**config.mk**
```make
export PLATFORM = sky130hd
export DESIGN_NAME = rs_station
export DESIGN_NICKNAME = d
export VERILOG_FILES = /design/src/rtl/rs_pkg.sv /design/src/rtl/rs_pick.sv /design/src/rtl/rs_rename.sv /design/src/rtl/rs_entry.sv /design/src/rtl/rs_station.sv
export SDC_FILE = /design/constraint.sdc
export NUM_CORES = 1
export LEC_CHECK = 0
export BUFFER_PORTS_ARGS = -buffer_cell sky130_fd_sc_hd__buf_4
export CELL_PAD_IN_SITES_DETAIL_PLACEMENT = 1
export CELL_PAD_IN_SITES_GLOBAL_PLACEMENT = 2
export CORE_UTILIZATION = 30
export DETAILED_ROUTE_END_ITERATION = 16
export HOLD_SLACK_MARGIN = 0.08
export PLACE_DENSITY_LB_ADDON = 0.1
export SKIP_LAST_GASP = 1
export SLEW_MARGIN = 20
export SYNTH_ARGS = -nofsm -noshare
export SYNTH_HDL_FRONTEND = slang
export SYNTH_SLANG_ARGS = --single-unit
```
**constraint.sdc**
```tcl
create_clock -name clk -period 5 [get_ports clk]
set_input_delay 0.25 -clock clk [delete_from_list [all_inputs] [get_ports clk]]
set_output_delay 0.25 -clock clk [all_outputs]
set_load 0.02 [all_outputs]
```
**src/rtl/rs_pkg.sv**
```systemverilog
package rs_pkg;
    typedef enum logic [1:0] {
        ST_FREE  = 2'd0,
        ST_WAIT  = 2'd1,
        ST_READY = 2'd2,
        ST_EXEC  = 2'd3
    } ent_state_e;
endpackage

```
**src/rtl/rs_pick.sv**
```systemverilog
// Lowest-index priority picker (N >= 2).
module rs_pick #(
    parameter int N = 4,
    localparam int IW = $clog2(N)
) (
    input  logic [N-1:0]  req,
    output logic          found,
    output logic [IW-1:0] idx,
    output logic [N-1:0]  grant
);
    always_comb begin
        found = 1'b0;
        idx   = '0;
        grant = '0;
        for (int i = N - 1; i >= 0; i--) begin
            if (req[i]) begin
                found = 1'b1;
                idx   = IW'(i);
                grant = N'(1) << i;
            end
        end
    end
endmodule

```
**src/rtl/rs_rename.sv**
```systemverilog
// Rename table plus architectural register file.
module rs_rename #(
    parameter int NUM_ARCH = 8,
    parameter int DW       = 16,
    parameter int TW       = 2,
    parameter int RF_BASE  = 256,
    localparam int AW = $clog2(NUM_ARCH)
) (
    input  logic          clk,
    input  logic          rst_n,
    input  logic [AW-1:0] sa_reg,
    input  logic [AW-1:0] sb_reg,
    output logic          sa_rdy,
    output logic [DW-1:0] sa_val,
    output logic [TW-1:0] sa_tag,
    output logic          sb_rdy,
    output logic [DW-1:0] sb_val,
    output logic [TW-1:0] sb_tag,
    input  logic          upd_en,
    input  logic [AW-1:0] upd_reg,
    input  logic [TW-1:0] upd_tag,
    input  logic          bc_valid,
    input  logic [TW-1:0] bc_tag,
    input  logic [DW-1:0] bc_value,
    input  logic [AW-1:0] bc_dst
);
    logic          pend_q [NUM_ARCH];
    logic [TW-1:0] tag_q  [NUM_ARCH];
    logic [DW-1:0] rf_q   [NUM_ARCH];
    logic          bc_match;

    assign bc_match = bc_valid && pend_q[bc_dst] && (tag_q[bc_dst] == bc_tag);

    // Source lookup with same-cycle bypass from the result bus
    always_comb begin
        sa_tag = tag_q[sa_reg];
        sb_tag = tag_q[sb_reg];
        if (!pend_q[sa_reg]) begin
            sa_rdy = 1'b1; sa_val = rf_q[sa_reg];
        end else if (bc_valid && tag_q[sa_reg] == bc_tag) begin
            sa_rdy = 1'b1; sa_val = bc_value;
        end else begin
            sa_rdy = 1'b0; sa_val = '0;
        end
        if (!pend_q[sb_reg]) begin
            sb_rdy = 1'b1; sb_val = rf_q[sb_reg];
        end else if (bc_valid && tag_q[sb_reg] == bc_tag) begin
            sb_rdy = 1'b1; sb_val = bc_value;
        end else begin
            sb_rdy = 1'b0; sb_val = '0;
        end
    end

    always_ff @(posedge clk) begin
        if (!rst_n) begin
            for (int i = 0; i < NUM_ARCH; i++) begin
                pend_q[i] <= 1'b0;
                tag_q[i]  <= '0;
                rf_q[i]   <= DW'(RF_BASE + i);
            end
        end else begin
            if (bc_match) begin
                rf_q[bc_dst]   <= bc_value;
                pend_q[bc_dst] <= 1'b0;
            end
            if (upd_en) begin
                pend_q[upd_reg] <= 1'b1;
                tag_q[upd_reg]  <= upd_tag;
            end
        end
    end

    // a matching broadcast leaves the register no longer pending
    a_r8_mapping_cleared: assert property (@(posedge clk) disable iff (!rst_n)
        (bc_match && !(upd_en && upd_reg == bc_dst)) |=> !pend_q[$past(bc_dst)]);
endmodule

```
**src/rtl/rs_entry.sv**
```systemverilog
// One station entry: FREE -> WAIT/READY -> EXEC -> FREE.
module rs_entry
    import rs_pkg::*;
#(
    parameter int DW     = 16,
    parameter int OPW    = 4,
    parameter int AW     = 3,
    parameter int TW     = 2,
    parameter int MY_TAG = 0
) (
    input  logic          clk,
    input  logic          rst_n,
    input  logic          alloc,
    input  logic [OPW-1:0] in_op,
    input  logic [AW-1:0] in_dst,
    input  logic          in_a_rdy,
    input  logic [DW-1:0] in_a_val,
    input  logic [TW-1:0] in_a_tag,
    input  logic          in_b_rdy,
    input  logic [DW-1:0] in_b_val,
    input  logic [TW-1:0] in_b_tag,
    input  logic          sel,
    input  logic          bc_valid,
    input  logic [TW-1:0] bc_tag,
    input  logic [DW-1:0] bc_value,
    output ent_state_e    st,
    output logic [OPW-1:0] op,
    output logic [AW-1:0] dst,
    output logic [DW-1:0] a_val,
    output logic [DW-1:0] b_val
);
    ent_state_e     st_q, st_n;
    logic           a_rdy_q, b_rdy_q;
    logic [DW-1:0]  a_val_q, b_val_q;
    logic [TW-1:0]  a_tag_q, b_tag_q;
    logic [OPW-1:0] op_q;
    logic [AW-1:0]  dst_q;
    logic           hit_a, hit_b, own_done;

    assign hit_a    = (st_q == ST_WAIT) && bc_valid && !a_rdy_q && (a_tag_q == bc_tag);
    assign hit_b    = (st_q == ST_WAIT) && bc_valid && !b_rdy_q && (b_tag_q == bc_tag);
    assign own_done = bc_valid && (bc_tag == TW'(MY_TAG));

    always_comb begin
        st_n = st_q;
        unique case (st_q)
            ST_FREE:  if (alloc) st_n = (in_a_rdy && in_b_rdy) ? ST_READY : ST_WAIT;
            ST_WAIT:  if ((a_rdy_q || hit_a) && (b_rdy_q || hit_b)) st_n = ST_READY;
            ST_READY: if (sel) st_n = ST_EXEC;
            ST_EXEC:  if (own_done) st_n = ST_FREE;
        endcase
    end

    always_ff @(posedge clk) begin
        if (!rst_n) st_q <= ST_FREE;
        else        st_q <= st_n;
    end

    always_ff @(posedge clk) begin
        if (!rst_n) begin
            a_rdy_q <= 1'b0; b_rdy_q <= 1'b0;
            a_val_q <= '0;   b_val_q <= '0;
            a_tag_q <= '0;   b_tag_q <= '0;
            op_q    <= '0;   dst_q   <= '0;
        end else if (alloc && st_q == ST_FREE) begin
            a_rdy_q <= in_a_rdy; a_val_q <= in_a_val; a_tag_q <= in_a_tag;
            b_rdy_q <= in_b_rdy; b_val_q <= in_b_val; b_tag_q <= in_b_tag;
            op_q    <= in_op;    dst_q   <= in_dst;
        end else begin
            if (hit_a) begin a_rdy_q <= 1'b1; a_val_q <= bc_value; end
            if (hit_b) begin b_rdy_q <= 1'b1; b_val_q <= bc_value; end
        end
    end

    assign st    = st_q;
    assign op    = op_q;
    assign dst   = dst_q;
    assign a_val = a_val_q;
    assign b_val = b_val_q;

    // a ready entry holds both operand values
    a_r5_ready_has_operands: assert property (@(posedge clk) disable iff (!rst_n)
        (st_q == ST_READY) |-> (a_rdy_q && b_rdy_q));
    // a waiting operand takes the broadcast value
    a_r6_capture_a: assert property (@(posedge clk) disable iff (!rst_n)
        hit_a |=> (a_rdy_q && a_val_q == $past(bc_value)));
    // own-tag broadcast releases the entry
    a_r7_retire_frees: assert property (@(posedge clk) disable iff (!rst_n)
        (st_q == ST_EXEC && own_done) |=> (st_q == ST_FREE));
    // a selected entry leaves the ready pool
    a_r10_select_leaves: assert property (@(posedge clk) disable iff (!rst_n)
        (st_q == ST_READY && sel) |=> (st_q == ST_EXEC));
endmodule

```
**src/rtl/rs_station.sv**
```systemverilog
module rs_station
    import rs_pkg::*;
#(
    parameter int NUM_ENT  = 4,
    parameter int NUM_ARCH = 8,
    parameter int DW       = 16,
    parameter int OPW      = 4,
    localparam int TW = $clog2(NUM_ENT),
    localparam int AW = $clog2(NUM_ARCH)
) (
    input  logic           clk,
    input  logic           rst_n,
    input  logic           iss_valid,
    input  logic [OPW-1:0] iss_op,
    input  logic [AW-1:0]  iss_dst,
    input  logic [AW-1:0]  iss_src_a,
    input  logic [AW-1:0]  iss_src_b,
    output logic           iss_ready,
    input  logic           bc_valid,
    input  logic [TW-1:0]  bc_tag,
    input  logic [DW-1:0]  bc_value,
    output logic           dsp_valid,
    output logic [TW-1:0]  dsp_tag,
    output logic [OPW-1:0] dsp_op,
    output logic [DW-1:0]  dsp_a,
    output logic [DW-1:0]  dsp_b
);
    ent_state_e     ent_st  [NUM_ENT];
    logic [OPW-1:0] ent_op  [NUM_ENT];
    logic [AW-1:0]  ent_dst [NUM_ENT];
    logic [DW-1:0]  ent_a   [NUM_ENT];
    logic [DW-1:0]  ent_b   [NUM_ENT];
    logic [NUM_ENT-1:0] free_vec, ready_vec, free_gnt, sel_vec, alloc_vec;
    logic [TW-1:0]  free_idx;
    logic           free_found, issue_fire;
    logic           sa_rdy, sb_rdy;
    logic [DW-1:0]  sa_val, sb_val;
    logic [TW-1:0]  sa_tag, sb_tag;

    generate
        for (genvar g = 0; g < NUM_ENT; g++) begin : g_ent
            assign free_vec[g]  = (ent_st[g] == ST_FREE);
            assign ready_vec[g] = (ent_st[g] == ST_READY);
            rs_entry #(.DW(DW), .OPW(OPW), .AW(AW), .TW(TW), .MY_TAG(g)) u_ent (
                .clk(clk), .rst_n(rst_n), .alloc(alloc_vec[g]),
                .in_op(iss_op), .in_dst(iss_dst),
                .in_a_rdy(sa_rdy), .in_a_val(sa_val), .in_a_tag(sa_tag),
                .in_b_rdy(sb_rdy), .in_b_val(sb_val), .in_b_tag(sb_tag),
                .sel(sel_vec[g]), .bc_valid(bc_valid), .bc_tag(bc_tag),
                .bc_value(bc_value), .st(ent_st[g]), .op(ent_op[g]),
                .dst(ent_dst[g]), .a_val(ent_a[g]), .b_val(ent_b[g])
            );
        end
    endgenerate

    rs_pick #(.N(NUM_ENT)) u_free_pick (
        .req(free_vec), .found(free_found), .idx(free_idx), .grant(free_gnt)
    );
    rs_pick #(.N(NUM_ENT)) u_disp_pick (
        .req(ready_vec), .found(dsp_valid), .idx(dsp_tag), .grant(sel_vec)
    );

    assign iss_ready  = free_found;
    assign issue_fire = iss_valid && free_found;
    assign alloc_vec  = issue_fire ? free_gnt : '0;

    rs_rename #(.NUM_ARCH(NUM_ARCH), .DW(DW), .TW(TW)) u_rename (
        .clk(clk), .rst_n(rst_n),
        .sa_reg(iss_src_a), .sb_reg(iss_src_b),
        .sa_rdy(sa_rdy), .sa_val(sa_val), .sa_tag(sa_tag),
        .sb_rdy(sb_rdy), .sb_val(sb_val), .sb_tag(sb_tag),
        .upd_en(issue_fire), .upd_reg(iss_dst), .upd_tag(free_idx),
        .bc_valid(bc_valid), .bc_tag(bc_tag), .bc_value(bc_value),
        .bc_dst(ent_dst[bc_tag])
    );

    assign dsp_op = ent_op[dsp_tag];
    assign dsp_a  = ent_a[dsp_tag];
    assign dsp_b  = ent_b[dsp_tag];

    // at most one entry selected, and the one reported is ready
    a_r10_single_dispatch: assert property (@(posedge clk) disable iff (!rst_n)
        $onehot0(sel_vec) && (!dsp_valid || ready_vec[dsp_tag]));
    // no allocation happens without a free entry
    a_r1_no_alloc_when_full: assert property (@(posedge clk) disable iff (!rst_n)
        (free_vec == '0) |-> (alloc_vec == '0));
endmodule

```
# Yosys cells after proc, flatten, opt, wreduce, memory -nomap -nowiden
# Memories as Yosys holds them, arrays and structs flattened.
# Cells that the tools add are included.
[word_totals]
ramBits = 152
out_inout_bits = 40
n_memories = 3
register_bits = 188
input_bits = 35
[classes]
n_lt_le_gt_ge = 2
reduce_logical = 75
muxes = 117
n_eq_ne = 42
bitwise = 2
[memory_table]
columns = ["memory", "depth", "word_bits", "rd", "rd_clocked_by_memory_dff", "write_ports", "line_no", "source"]
rows = [
  ["u_rename.rf_q", 8, 16, 2, 0, 8, "rs_rename.sv:29", "logic [DW-1:0] rf_q [NUM_ARCH];"],
  ["u_rename.tag_q", 8, 2, 3, 0, 8, "rs_rename.sv:28", "logic [TW-1:0] tag_q [NUM_ARCH];"],
  ["u_rename.pend_q", 8, 1, 3, 0, 8, "rs_rename.sv:27", "logic pend_q [NUM_ARCH];"],
]
[ops]
columns = ["cell", "count"]
rows = [
  ["$mux W16", 25],
  ["$bmux W16 S2", 2],
  ["$mux W2", 26],
  ["$mux W4", 11],
  ["$mux W1", 41],
  ["$logic_and A1 B1 Y1", 38],
  ["$pmux W2 S4", 4],
  ["$ne A2 B1 Y1 const B", 12],
  ["$eq A2 B2 Y1", 11],
  ["$eq A2 B2 Y1 const B", 10],
  ["$mux W3", 6],
  ["$reduce_and A4 Y1", 4],
  ["$reduce_bool A2 Y1", 8],
  ["$reduce_or A16 Y1", 1],
  ["$eq A2 B1 Y1 const B", 5],
  ["$logic_not A2 Y1", 5],
  ["$bmux W4 S2", 1],
  ["$logic_not A1 Y1", 8],
  ["$logic_or A1 B1 Y1", 8],
  ["$ne A2 B2 Y1 const B", 4],
  ["$bmux W3 S2", 1],
  ["$ge A3 B3 Y1 const B", 2],
  ["$not A2 Y3", 2],
  ["$reduce_or A1 Y1", 2],
  ["$reduce_or A2 Y1", 1],
]

# Depth between registers and ports, before layout
# An unclocked memory read counts as a cell.
[depth]
depth_word = 12
mapped_depth = 10
mapped_depth_nobuf = 8

# Hierarchy
# Synthesis repeated with hierarchy kept, for this count alone.
[unflattened]
cells_unflattened = 1637
area_unflattened_um2 = 18585.3
[modules_own_cells]
columns = ["module", "cells_each", "n_inst", "area_each_um2", "seq_area_each_um2"]
rows = [
  ["rs_rename", 623, 1, 8886.0, 4484.3],
  ["rs_entry at g_ent[1].u_ent ...", 233, 2, 2134.5, 940.9],
  ["rs_entry at g_ent[3].u_ent", 233, 1, 2132.0, 940.9],
  ["rs_entry at g_ent[0].u_ent", 233, 1, 2112.0, 940.9],
  ["rs_station", 60, 1, 1063.5, 0.0],
  ["rs_pick", 11, 2, 61.3, 0.0],
]

# Least setup slack after synthesis
# No wires, ideal clock.
[synth_path]
kind = "input port to flip-flop"
start = "in bc_tag[1]"
end = "mem u_rename.rf_q[0][0], enable pin"
t_arrival_ps = 3773
setup_ps = 435
stages = 9
path_buffers = 3
required_time_ps = 4565
path_slack_ps = 791
path_cell_list = "buf_6 > mux4_2 > buf_6 > mux2i_1 > a22oi_2 > a211oi_1 > nor2_1 > buf_2 > o41ai_1"
[synth_rtl]
columns = ["item", "line_no", "source"]
rows = [
  ["start: declaration", "rs_station.sv:20", "input logic [TW-1:0] bc_tag,"],
  ["end: declaration", "rs_rename.sv:29", ""],
]

# Worst setup path in the final report
[layout_path]
start = "reg g_ent[2].u_ent.st_q[0]"
end = "out dsp_b[3]"
[layout_between]
elab_chain_cells = 8
[layout_lines]
columns = ["item", "line_no", "source"]
rows = [
  ["start: declaration", "rs_entry.sv:32", "ent_state_e st_q, st_n;"],
  ["start signal: assignment", "rs_entry.sv:56", "else st_q <= st_n;"],
  ["$eq A2 B2 Y1", "rs_station.sv:43", "assign ready_vec[g] = (ent_st[g] == ST_READY);"],
  ["$mux W2 (3 in series)", "rs_pick.sv:16", "if (req[i]) begin"],
  ["$not A2 Y3 (implied by the code)", "rs_station.sv:79", "assign dsp_b = ent_b[dsp_tag];"],
  ["$bmux W16 S2", "rs_station.sv:79", ""],
  ["$mux W16 (implied by the code) (2 in series)", "rs_station.sv:79", ""],
  ["end: declaration", "rs_station.sv:26", "output logic [DW-1:0] dsp_b"],
]
# Every way passes these cells. The select of a mux whose other input is x is not followed.

==> results.sh <==
export IMPL_status="finished, final reports clean"
export IMPL_ant_nets=0
export IMPL_routed_wl_um=67190
export IMPL_setup_viol=0
export IMPL_fin_tns_setup_ns=0
export IMPL_final_net_count=1876
export IMPL_required_ns=4.75
export IMPL_irDropWorstVdd_uv=250.6
export IMPL_dieWidth_um=250.2
export IMPL_overflow=0
export IMPL_start_util_pct=30.52
export IMPL_finish_utilization_pct=34.97
export IMPL_grt_max_degree=184
export IMPL_synth_seq_cells=340
export IMPL_period_minus_slack_ns=3.736
export IMPL_dp_hpwl_um=43780
export IMPL_critPathArrivalTime_ns=3.49
export IMPL_num_vias=14655
export IMPL_cts_setup_buffers=0
export IMPL_finalPower_mw=9.310
export IMPL_rows=90
export IMPL_rsz0062_at_grt="no"
export IMPL_remaining_drc_errors=0
export IMPL_netlist_instances=1841
export IMPL_grt_first_pass_wirelength_um=99800
export IMPL_core_area_um2=60580
export IMPL_clkTransAtPathRegs_ns=0.06
export IMPL_p_leak_nw=7.033
export IMPL_fmax_mhz=267.6
export IMPL_design_area_um2=21190
export IMPL_drive_above_1_share_pct=15.51
export IMPL_antenna_cells=0
export IMPL_place_area_um2=19760
export IMPL_synth_cell_type_count=54
export IMPL_vias_per_cell=5.553
export IMPL_dpl_cell_count=2555
export IMPL_synth_ff_type="dfxtp_1"
export IMPL_critPathCaptureType="output port"
export IMPL_io_pins=75
export IMPL_n_fill_cell=6703
export IMPL_fp_dieH_um=250.2
export IMPL_wl_per_cell_um=25.46
export IMPL_final_cells=2639
export IMPL_place_congestion=0.7616
export IMPL_cts_buffers=43
export IMPL_async_flop_share_pct=0
export IMPL_clock_sinks=340
export IMPL_cts_tree="done"
export IMPL_hold_class="input port to flop"
export IMPL_slew_headroom_pct=28.54
export IMPL_hold_viol=0
export IMPL_worstMarginPinSlew_ns=1.072
export IMPL_clock_latency_ns=0.58
export IMPL_period_share_pct=74.73
export IMPL_fin_skew_ns=0.01475
export IMPL_h_tree_depth=2
export IMPL_critical_path_class="flop to output port"
export IMPL_clk_root_buffer_cell="clkbuf_16"
export IMPL_postCtsResizedCells=0
export IMPL_power_density_nw_per_um2=439.4
export IMPL_area_delta_synth_final_pct=14.60
export IMPL_syn_nets=1892
export IMPL_ys_seq_area_share_pct=44.61
export IMPL_critPathMaxFanout=29
export IMPL_syn_avg_cell_area_um2=10.04
export IMPL_ys_warn_count=0
export IMPL_dr_first_iter_drc_count=967
export IMPL_die_area_um2=62620
export IMPL_port_buffers=74
export IMPL_cap_violations=0
export IMPL_timing_final_max_slew_violations=0
export IMPL_grt_antenna_before_repair=1
export IMPL_clockBufferDepth=3
export IMPL_track_usage_pct=21.35
export IMPL_firstDrtPassIters=5
export IMPL_synth_area_um2=18490
export IMPL_first_global_vias=14859
export IMPL_synth_edf_count=144
export IMPL_start_kind="flop"
[routing by layer]
layer / global-route usage (%) / vias up / part of all wire [%]
li1: - / 6834 / -
met1: 30.18 / 7460 / 48
met2: 33.75 / 281 / 45
met3: 3.689 / 78 / 4.5
met4: 5.066 / 2 / 1.9
met5: 0 / - / 0.018
[cell type report]
class	count	area, µm²	area share, %
inverter	26	102.6	0.4843
tap	782	978.4	4.618
timing repair buffer	122	945.9	4.465
clock inverter	18	107.6	0.5079
sequential	340	8248	38.93
multi-input combinational	1292	9555	45.10
clock buffer	59	1249	5.894
[sequential cells by signal, summed over array words and instances (netlist names)]
name	flops
g_ent.u_ent.b_val	64
g_ent.u_ent.a_val	64
g_ent.u_ent.a_rdy_q	4
u_rename.pend_q	8
g_ent.u_ent.b_tag_q	8
u_rename.rf_q	128
u_rename.tag_q	16
g_ent.u_ent.b_rdy_q	4
g_ent.u_ent.dst	12
g_ent.u_ent.op	16
g_ent.u_ent.a_tag_q	8
g_ent.u_ent.st	8
[Yosys cell counts, drive strengths merged, types with 17 or more instances]
master	instances	area [µm²]
nand2	233	874.6
o22ai	36	225.2
edfxtp	144	4324
xor2	17	148.9
nor2	90	337.8
mux2i	174	1742
nor3	28	140.1
and2	38	237.7
a21oi	164	820.8
a31oi	39	244.0
o21ai	18	90.08
and3	34	212.7
a211oi	53	397.9
clkbuf	144	543.0
nor4	56	350.3
mux4	79	1779
dfxtp	196	3924
inv	25	93.84
nand3	24	120.1
buf	39	182.7
o21a	128	960.9
[final timing paths]
kind                                                          from                                 to  slack, ns  cells after the start
worst min register to register   g_ent[0].u_ent.op[1]$_SDFFE_PN0P_  g_ent[0].u_ent.op[1]$_SDFFE_PN0P_       0.45                      2
worst max-delay path             g_ent[2].u_ent.st[0]$_SDFFE_PN0P_                           dsp_b[3]       1.26                      9
worst max register to register  g_ent[0].u_ent.dst[2]$_SDFFE_PN0P_  u_rename.rf_q[2][8]$_SDFFCE_PN1P_       1.30                      7
worst min-delay path                                         rst_n  g_ent[1].u_ent.st[1]$_SDFFE_PN0P_       0.15                      3
[cells by family (layout without fill, tap and decap cells)]
| kind of cell | after synthesis | in the layout | share of synthesized area (%) |
|---|---|---|---|
| adders and majority gates | 16 | 16 | 1.083 |
| DFF | 340 | 340 | 44.61 |
| muxes | 255 | 255 | 19.17 |
| and+or+nand+nor | 528 | 528 | 13.20 |
| buffers and inverters | 209 | 225 | 4.453 |
| AOI/OAI and AO/OA | 474 | 474 | 16.59 |
| xor gates and xnor gates | 19 | 19 | 0.9001 |
[stage by stage]
stage / hold slack, ns / setup slack, ns
2_1_floorplan: 0.3860 / 0.7911
3_3_place_gp: 0.4403 / 0.9725
3_5_place_dp: 0.4441 / 0.8928
4_1_cts: 0.1144 / 1.167
5_1_grt: 0.1320 / 1.080
6_report: 0.1462 / 1.264
[what timing repair did]
action / CTS / global route
setup endpoints to repair: 0 / 0
endpoints found under the hold margin: 28 / 0
hold buffers: 7 / 0
[layout by cell type, fill, tap and decap left out, drive strengths merged, types with 6 or more instances in the layout]
master / n
buf: 115
a31oi: 39
nand3: 24
a211oi: 53
clkinv: 17
o21a: 128
nand2: 233
a21oi: 164
ha: 16
nand4: 6
and2: 38
o21ai: 18
dfxtp: 196
nor2: 90
clkbuf: 59
o22ai: 36
inv: 26
nor2b: 6
nor3: 28
edfxtp: 144
xor2: 17
a221oi: 9
dlygate4sd3: 7
nor4: 56
and3: 34
mux2i: 174
mux4: 79
[power breakdown]
group	internal, mW	total, mW	switching (mW)
registers	3.18	3.34	0.161
logic	1.00	2.93	1.93
clock network	1.79	3.04	1.26
total	5.96	9.31	3.35
[worst max-delay path: stages, from the launching register on]
cell and delay (ns):
dfxtp_1 0.38, inv_1 0.09, ha_1 0.27, nor2b_1 0.22, o21bai_4 0.08, inv_2 0.56
buf_4 0.45, a211oi_1 0.13, a31oi_1 0.43, buf_4 0.24
Note: power is estimated with default switching activity, not from simulation.
